===== config.mk =====
export PLATFORM = sky130hd
export DESIGN_NAME = cfg_load_gate
export DESIGN_NICKNAME = d
export VERILOG_FILES = /design/src/rtl/cfg_gate_pkg.sv /design/src/rtl/cfg_policy.sv /design/src/rtl/tamper_lock.sv /design/src/rtl/cfg_load_gate.sv
export SDC_FILE = /design/constraint.sdc
export NUM_CORES = 1
export LEC_CHECK = 0
export ABC_CLOCK_PERIOD_IN_PS = 1200
export BUFFER_PORTS_ARGS = -buffer_cell sky130_fd_sc_hd__clkbuf_2
export CAP_MARGIN = 20
export CORE_AREA = 2 2 39 41
export DETAILED_ROUTE_END_ITERATION = 8
export DIE_AREA = 0 0 41 43
export PLACE_DENSITY_LB_ADDON = 0.2
export SLEW_MARGIN = 20
export SYNTH_ARGS = -nofsm -noshare
export SYNTH_HDL_FRONTEND = slang
export SYNTH_SLANG_ARGS = --single-unit

===== constraint.sdc =====
create_clock -name clk -period 1.2 [get_ports clk]
set_clock_uncertainty 0.05 [all_clocks]
set_input_delay 0.24 -clock clk [delete_from_list [all_inputs] [get_ports clk]]
set_output_delay 0.24 -clock clk [all_outputs]
set_load 0.005 [all_outputs]

===== src/rtl/cfg_gate_pkg.sv =====
package cfg_gate_pkg;

    typedef enum logic [1:0] {
        KEY_NONE = 2'd0,
        KEY_VOL  = 2'd1,
        KEY_OTP  = 2'd2,
        KEY_RSVD = 2'd3
    } key_e;

    typedef enum logic [1:0] {
        LD_PS   = 2'd0,
        LD_FPP  = 2'd1,
        LD_AS   = 2'd2,
        LD_TEST = 2'd3
    } path_e;

    typedef enum logic [1:0] {
        XF_NONE     = 2'd0,
        XF_DEC      = 2'd1,
        XF_DCMP     = 2'd2,
        XF_DEC_DCMP = 2'd3
    } xform_e;

endpackage


===== src/rtl/cfg_policy.sv =====
module cfg_policy
    import cfg_gate_pkg::*;
#(
    parameter int RATIO_W    = 3,
    parameter int FAST_RATIO = 4
) (
    input  key_e               key_i,
    input  logic               locked_i,
    input  path_e              path_i,
    input  logic               enc_i,
    input  logic               cmp_i,
    output logic               ok_o,
    output logic               bt_o,
    output xform_e             order_o,
    output logic [RATIO_W-1:0] ratio_o
);

    localparam logic [RATIO_W-1:0] RATIO_ONE  = RATIO_W'(1);
    localparam logic [RATIO_W-1:0] RATIO_FAST = RATIO_W'(FAST_RATIO);

    logic has_key;
    logic bad_test_enc;
    logic bad_nokey_enc;
    logic bad_lock_plain;

    always_comb begin
        has_key        = (key_i == KEY_VOL) || (key_i == KEY_OTP);
        bad_test_enc   = (path_i == LD_TEST) && enc_i;
        bad_nokey_enc  = !has_key && enc_i;
        bad_lock_plain = locked_i && !enc_i;
        ok_o           = !(bad_test_enc || bad_nokey_enc || bad_lock_plain);
        bt_o           = ok_o && !enc_i && has_key;
        if (!ok_o) begin
            order_o = XF_NONE;
        end else begin
            unique case ({cmp_i, enc_i})
                2'b01:   order_o = XF_DEC;
                2'b10:   order_o = XF_DCMP;
                2'b11:   order_o = XF_DEC_DCMP;
                default: order_o = XF_NONE;
            endcase
        end
        ratio_o = (ok_o && enc_i && (path_i == LD_FPP)) ? RATIO_FAST : RATIO_ONE;
    end

endmodule


===== src/rtl/tamper_lock.sv =====
module tamper_lock
    import cfg_gate_pkg::*;
(
    input  logic clk,
    input  logic rst_n,
    input  logic prog_i,
    input  key_e key_i,
    output logic lock_q_o,
    output logic lock_d_o
);

    logic lock_d, lock_q;

    always_comb begin
        lock_d = lock_q;
        if (prog_i && (key_i == KEY_OTP)) begin
            lock_d = 1'b1;
        end
    end

    always_ff @(posedge clk or negedge rst_n) begin
        if (!rst_n) lock_q <= 1'b0;
        else        lock_q <= lock_d;
    end

    assign lock_q_o = lock_q;
    assign lock_d_o = lock_d;

    assert_lock_sticky_R5: assert property (@(posedge clk) disable iff (!rst_n)
        lock_q |=> lock_q);

    assert_lock_gated_R5: assert property (@(posedge clk) disable iff (!rst_n)
        (!lock_q && !(prog_i && key_i == KEY_OTP)) |=> !lock_q);

endmodule


===== src/rtl/cfg_load_gate.sv =====
module cfg_load_gate
    import cfg_gate_pkg::*;
#(
    parameter int RATIO_W    = 3,
    parameter int FAST_RATIO = 4
) (
    input  logic               clk,
    input  logic               rst_n,
    input  logic               load_req,
    input  logic [1:0]         key_kind,
    input  logic               lock_prog,
    input  logic [1:0]         load_path,
    input  logic               stream_enc,
    input  logic               stream_cmp,
    output logic               decision_valid,
    output logic               load_ok,
    output logic               reject_err,
    output logic               board_test,
    output logic [1:0]         xform_order,
    output logic [RATIO_W-1:0] clk_ratio,
    output logic               tamper_locked
);

    localparam logic [RATIO_W-1:0] RATIO_ONE = RATIO_W'(1);

    typedef struct packed {
        logic               valid;
        logic               ok;
        logic               err;
        logic               bt;
        xform_e             order;
        logic [RATIO_W-1:0] ratio;
        path_e              held_path;
        logic               held_enc;
    } gate_t;

    gate_t gate_d, gate_q;

    key_e               key_w;
    path_e              path_w;
    logic               lock_q, lock_d;
    logic               pol_ok, pol_bt;
    xform_e             pol_order;
    logic [RATIO_W-1:0] pol_ratio;

    assign key_w  = key_e'(key_kind);
    assign path_w = path_e'(load_path);

    tamper_lock u_lock (
        .clk      (clk),
        .rst_n    (rst_n),
        .prog_i   (lock_prog),
        .key_i    (key_w),
        .lock_q_o (lock_q),
        .lock_d_o (lock_d)
    );

    cfg_policy #(
        .RATIO_W    (RATIO_W),
        .FAST_RATIO (FAST_RATIO)
    ) u_policy (
        .key_i    (key_w),
        .locked_i (lock_d),
        .path_i   (path_w),
        .enc_i    (stream_enc),
        .cmp_i    (stream_cmp),
        .ok_o     (pol_ok),
        .bt_o     (pol_bt),
        .order_o  (pol_order),
        .ratio_o  (pol_ratio)
    );

    always_comb begin
        gate_d = gate_q;
        if (load_req) begin
            gate_d.valid     = 1'b1;
            gate_d.ok        = pol_ok;
            gate_d.err       = !pol_ok;
            gate_d.bt        = pol_bt;
            gate_d.order     = pol_order;
            gate_d.ratio     = pol_ratio;
            gate_d.held_path = path_w;
            gate_d.held_enc  = stream_enc;
        end
    end

    always_ff @(posedge clk or negedge rst_n) begin
        if (!rst_n) begin
            gate_q <= '{valid: 1'b0, ok: 1'b0, err: 1'b0, bt: 1'b0,
                        order: XF_NONE, ratio: RATIO_ONE,
                        held_path: LD_PS, held_enc: 1'b0};
        end else begin
            gate_q <= gate_d;
        end
    end

    assign decision_valid = gate_q.valid;
    assign load_ok        = gate_q.ok;
    assign reject_err     = gate_q.err;
    assign board_test     = gate_q.bt;
    assign xform_order    = gate_q.order;
    assign clk_ratio      = gate_q.ratio;
    assign tamper_locked  = lock_q;

    assert_test_no_enc_R4: assert property (@(posedge clk) disable iff (!rst_n)
        (gate_q.valid && gate_q.held_path == LD_TEST && gate_q.held_enc) |-> !gate_q.ok);

    assert_hold_R10: assert property (@(posedge clk) disable iff (!rst_n)
        !load_req |=> $stable(gate_q));

    assert_err_outcome_R9: assert property (@(posedge clk) disable iff (!rst_n)
        load_req |=> (gate_q.err != gate_q.ok));

    assert_fast_ratio_R7: assert property (@(posedge clk) disable iff (!rst_n)
        (gate_q.ratio != RATIO_ONE) |-> (gate_q.ok && gate_q.held_enc && gate_q.held_path == LD_FPP));

    assert_order_when_refused_R6: assert property (@(posedge clk) disable iff (!rst_n)
        !gate_q.ok |-> (gate_q.order == XF_NONE));

endmodule


# Word level (Yosys, flattened, before mapping)
# Cells that the tools add are included.
[word_totals]
ff_bits = 10
input_bits = 10
[classes]
n_eq_ne = 7
reduce_logical = 14
n_mux = 4
[ops]
columns = ["cell", "n"]
rows = [
  ["$eq A2 B2 Y1 const B", 4],
  ["$logic_and A1 B1 Y1", 8],
  ["$eq A2 B1 Y1 const B", 3],
  ["$pmux W2 S3", 1],
  ["$logic_not A1 Y1", 3],
  ["$logic_or A1 B1 Y1", 3],
  ["$mux W3", 1],
  ["$mux W2", 1],
  ["$mux W1", 1],
]

# Longest topological paths before layout
[depth]
ltp_word = 10
depth_mapped = 5

# Cells and area by module
# Synthesis repeated with hierarchy kept, for this count alone.
[hier_totals]
cells_unflattened = 35
area_unflattened_um2 = 493.0
[by_module_without_submodules]
columns = ["mod", "area_per_inst_um2", "cells_each", "n_inst", "seq_area_each_um2"]
rows = [
  ["cfg_load_gate", 362.8, 20, 1, 226.5],
  ["cfg_policy", 93.8, 12, 1, 0.0],
  ["tamper_lock", 36.3, 3, 1, 25.0],
]

# Least setup slack after synthesis
# OpenSTA, ideal clock, no wires.
[synth_timing]
path_kind = "input -> register"
start = "in key_kind[0]"
end = "reg gate_q (netlist bit reject_err)"
path_buffers = 0
t_required_ns = 1.025
arrival_time_ns = 1.003
stages = 5
setup_slack_ns = 0.022
path_cell_list = "inv_1 > ha_1 > a211oi_2 > a31oi_1 > mux2_4"
[synth_between]
elab_chain_cells = 6
[synth_lines]
columns = ["item", "line_no", "rtl"]
rows = [
  ["start, declared", "cfg_load_gate.sv:10", "input logic [1:0] key_kind,"],
  ["$eq A2 B1 Y1 or $eq A2 B2 Y1 (tied branches)", "cfg_policy.sv:27, tamper_lock.sv:16", ""],
  ["$logic_or A1 B1 Y1", "cfg_policy.sv:27", "has_key = (key_i == KEY_VOL) || (key_i == KEY_OTP);"],
  ["$logic_not A1 Y1", "cfg_policy.sv:29", "bad_nokey_enc = !has_key && enc_i;"],
  ["$logic_and A1 B1 Y1", "cfg_policy.sv:29", ""],
  ["$logic_or A1 B1 Y1", "cfg_policy.sv:31", "ok_o = !(bad_test_enc || bad_nokey_enc || bad_lock_plain);"],
  ["$logic_or A1 B1 Y1 (*)", "cfg_policy.sv:31", ""],
  ["end signal, assigned", "cfg_load_gate.sv:89", "gate_q <= '{valid: 1'b0, ok: 1'b0, err: 1'b0, bt: 1'b0,"],
  ["end signal, assigned", "cfg_load_gate.sv:93", "gate_q <= gate_d;"],
  ["end, declared", "cfg_load_gate.sv:37", "gate_t gate_d, gate_q;"],
]
# Every way passes the cells marked *; elsewhere a longest branch is shown, timed or not.
# A chain may end at the register's enable or synchronous reset.

# Worst setup path in the final report
[layout_timing]
start = "reg gate_q (netlist bit clk_ratio[0])"
end = "out clk_ratio[0]"
[layout_rtl]
columns = ["item", "line_no", "rtl"]
rows = [
  ["end, declared", "cfg_load_gate.sv:20", "output logic [RATIO_W-1:0] clk_ratio,"],
]
# No word-level cell between the ends.

==> flow_summary.json <==
{
  "outcome": "complete, no violations",
  "io_pins": 20,
  "cp.arrival_ns": 0.88,
  "clockRootBuffer": "clkbuf_4",
  "initial_core_util_pct": 29.0,
  "dp_cells": 69,
  "cts.clk_slew.worst_paths_ns": 0.06,
  "synth_seq_area_share_pct": 56.4,
  "vias": 317,
  "rsz0062_at_grt": "true",
  "fin_crit_sh_pct": 97.8,
  "track_usage_pct": 9.77,
  "synthXorXnorAreaFrac_pct": 0,
  "htreeDepth": 1,
  "cts_inserted_buffers": 3,
  "crit_path_end_kind": "primary output",
  "synthMuxAreaShare_pct": 6.54,
  "hold_viol_final": 0,
  "cp_slowest_cell": "dfstp_2",
  "drcViolationCount": 0,
  "syn-num-nets": 46,
  "clk_latency_ns": 0.25,
  "cts_sinks": 9,
  "p_leak_nw": 0.275,
  "peakVddDrop_uv": 569,
  "synthCells": 35,
  "critPathRequiredTime_ns": 0.91,
  "path_buf_inv": 1,
  "layout.nets": 70,
  "synthTopCellsByArea": "dfrtp_1, dfstp_2, inv_1",
  "drt-vias-per-instance": 4.28,
  "rows": 14,
  "layout_min_cycle_time_ns": 1.17,
  "final_core_util_pct": 40.2,
  "synthToLayoutAreaGrowth_pct": 38.6,
  "synth_area_um2": 402,
  "final_cells": 74,
  "layout_common_cells": "clkbuf_2, dfrtp_1, inv_1",
  "dp_slack_ns": -0.134,
  "drive_gt1_share_pct": 48.3,
  "start_kind": "flop",
  "finalWirelength_um": 705,
  "die_h_um": 43,
  "die_x_um": 41,
  "synth_top_area_share_pct": 49.8,
  "grt_antenna_before_repair": 0,
  "syn_area_per_cell_um2": 11.5,
  "fp.coreArea_um2": 1380,
  "drv_cap": 0,
  "synth_top_area_cell": "dfrtp_1",
  "min_from": "stream_cmp",
  "crit_path_cell_trace": "clkbuf_2",
  "yosys_warnings": 0,
  "crit_family": "flip-flops",
  "portBuffers": 18,
  "crit_path_start": "clk_ratio[0]",
  "wl_per_cell_um": 9.53,
  "worst-setup-path-type": "flop to primary output",
  "max_freq_ghz": 0.852,
  "grt_start_max_net_pins": 13,
  "cts_tree": "built",
  "synth_top_family_by_area": "compound AO/OA/AOI/OAI gates",
  "hold_path_class": "primary input to flop",
  "slowest_delay_ns": 0.53,
  "crit_fanout": 2,
  "dr.pass1.iters": 3,
  "gp_congestion": 0.680,
  "fin_hold_ws_ns": 0.155,
  "die-area_um2": 1760,
  "ys_types": 22,
  "grt_pass1_vias": 285,
  "worst_slack_ns": 0.0268,
  "ant_nets": 0,
  "drt_iter0_markers": 8,
  "synthSimpleGateAreaFrac_pct": 8.41,
  "finalMaxSlewViolations": 0,
  "antenna_cells": 0,
  "ys_ff_latch": 9,
  "rr_startpoint": "u_lock.lock_q_o",
  "grt_pass1_wl_mm": 1.15,
  "synth_compound_area_share_pct": 17.8,
  "setup_violations": 0,
  "cts_buffer_depth": 2,
  "synth_fa_ha_area_share_pct": 3.12,
  "layout_commonest_cell": "clkbuf_2",
  "grt-ovfl-total": 0,
  "power_density_nw_per_um2": 1170
}
-- cells by family after synthesis --
| group | Yosys count |
|---|---|
| flops | 9 |
| simple gates | 7 |
| fa+ha+maj | 1 |
| mux | 2 |
| compound gates | 9 |
| other cells | 1 |
| buf+inv | 6 |
-- final timing paths --
path / end / slack, ns / cells after the start
setup / recovery: clk_ratio[0] / 0.03 / 1
hold / removal: xform_order[1] / 0.15 / 3
setup reg to reg: reject_err / 0.07 / 3
hold reg to reg: decision_valid / 0.42 / 1
max in group asynchronous: clk_ratio[0] / 0.53 / 2
min in group asynchronous: xform_order[0] / 0.32 / 2
-- cell usage after synthesis, drive strengths merged --
cell / number
a211oi: 1
nand2b: 1
nor2: 1
a31o: 1
dfrtp: 8
conb: 1
mux2: 2
nor2b: 1
o32ai: 1
a31oi: 1
inv: 4
a21o: 1
o32a: 1
or2: 1
dfstp: 1
buf: 2
nand2: 3
a21oi: 2
o22ai: 1
ha: 1
-- flip-flops by register name, indices dropped and copies added (netlist names) --
| name | count |
|---|---|
| clk_ratio | 2 |
| xform_order | 2 |
| board_test | 1 |
| decision_valid | 1 |
| load_ok | 1 |
| reject_err | 1 |
| u_lock.lock_q_o | 1 |
-- power breakdown --
part / leakage (nW) / total (W) / switching, W / internal (W)
logic: 0.156 / 0.0000930 / 0.0000451 / 0.0000479
registers: 0.104 / 0.000329 / 0.00000804 / 0.000321
clock network: 0.0150 / 0.000227 / 0.0000989 / 0.000128
total: 0.275 / 0.000649 / 0.000152 / 0.000497
-- through the flow --
| step | cell area [um2] | total power, W | setup TNS, ns |
|---|---|---|---|
| 4_1_cts | 551 | 0.000658 | 0 |
| 5_1_grt | 557 | 0.000696 | -0.00919 |
| 2_1_floorplan | 402 | 0.000376 | 0 |
| 6_report | 557 | 0.000649 | 0 |
| 3_3_place_gp | 514 | 0.000426 | -0.544 |
| 3_5_place_dp | 514 | 0.000425 | -0.538 |
-- final cells by class --
class | instances | area [um2]
Fill cell | 139 | 827
Sequential cell | 9 | 226
Multi-Input combinational cell | 20 | 154
Timing Repair Buffer | 21 | 115
Clock buffer | 4 | 26.3
Tap cell | 16 | 20.0
Inverter | 4 | 15.0
-- routing by layer --
layer / up-vias / part of all wire, % / GRT usage (%)
li1: 167 / - / -
met1: 142 / 45 / 14.1
met3: 0 / 7.4 / 3.14
met2: 8 / 47 / 13.1
met5: - / 0 / 0
met4: 0 / 0 / 4.00
-- repair_timing --
item	CTS	global route
endpoints found under the hold margin	8	0
hold buffers	1	0
buffers inserted	0	0
setup endpoints to repair	0	2
gates resized for setup	0	1
Note: power is estimated with default switching activity, not from simulation.
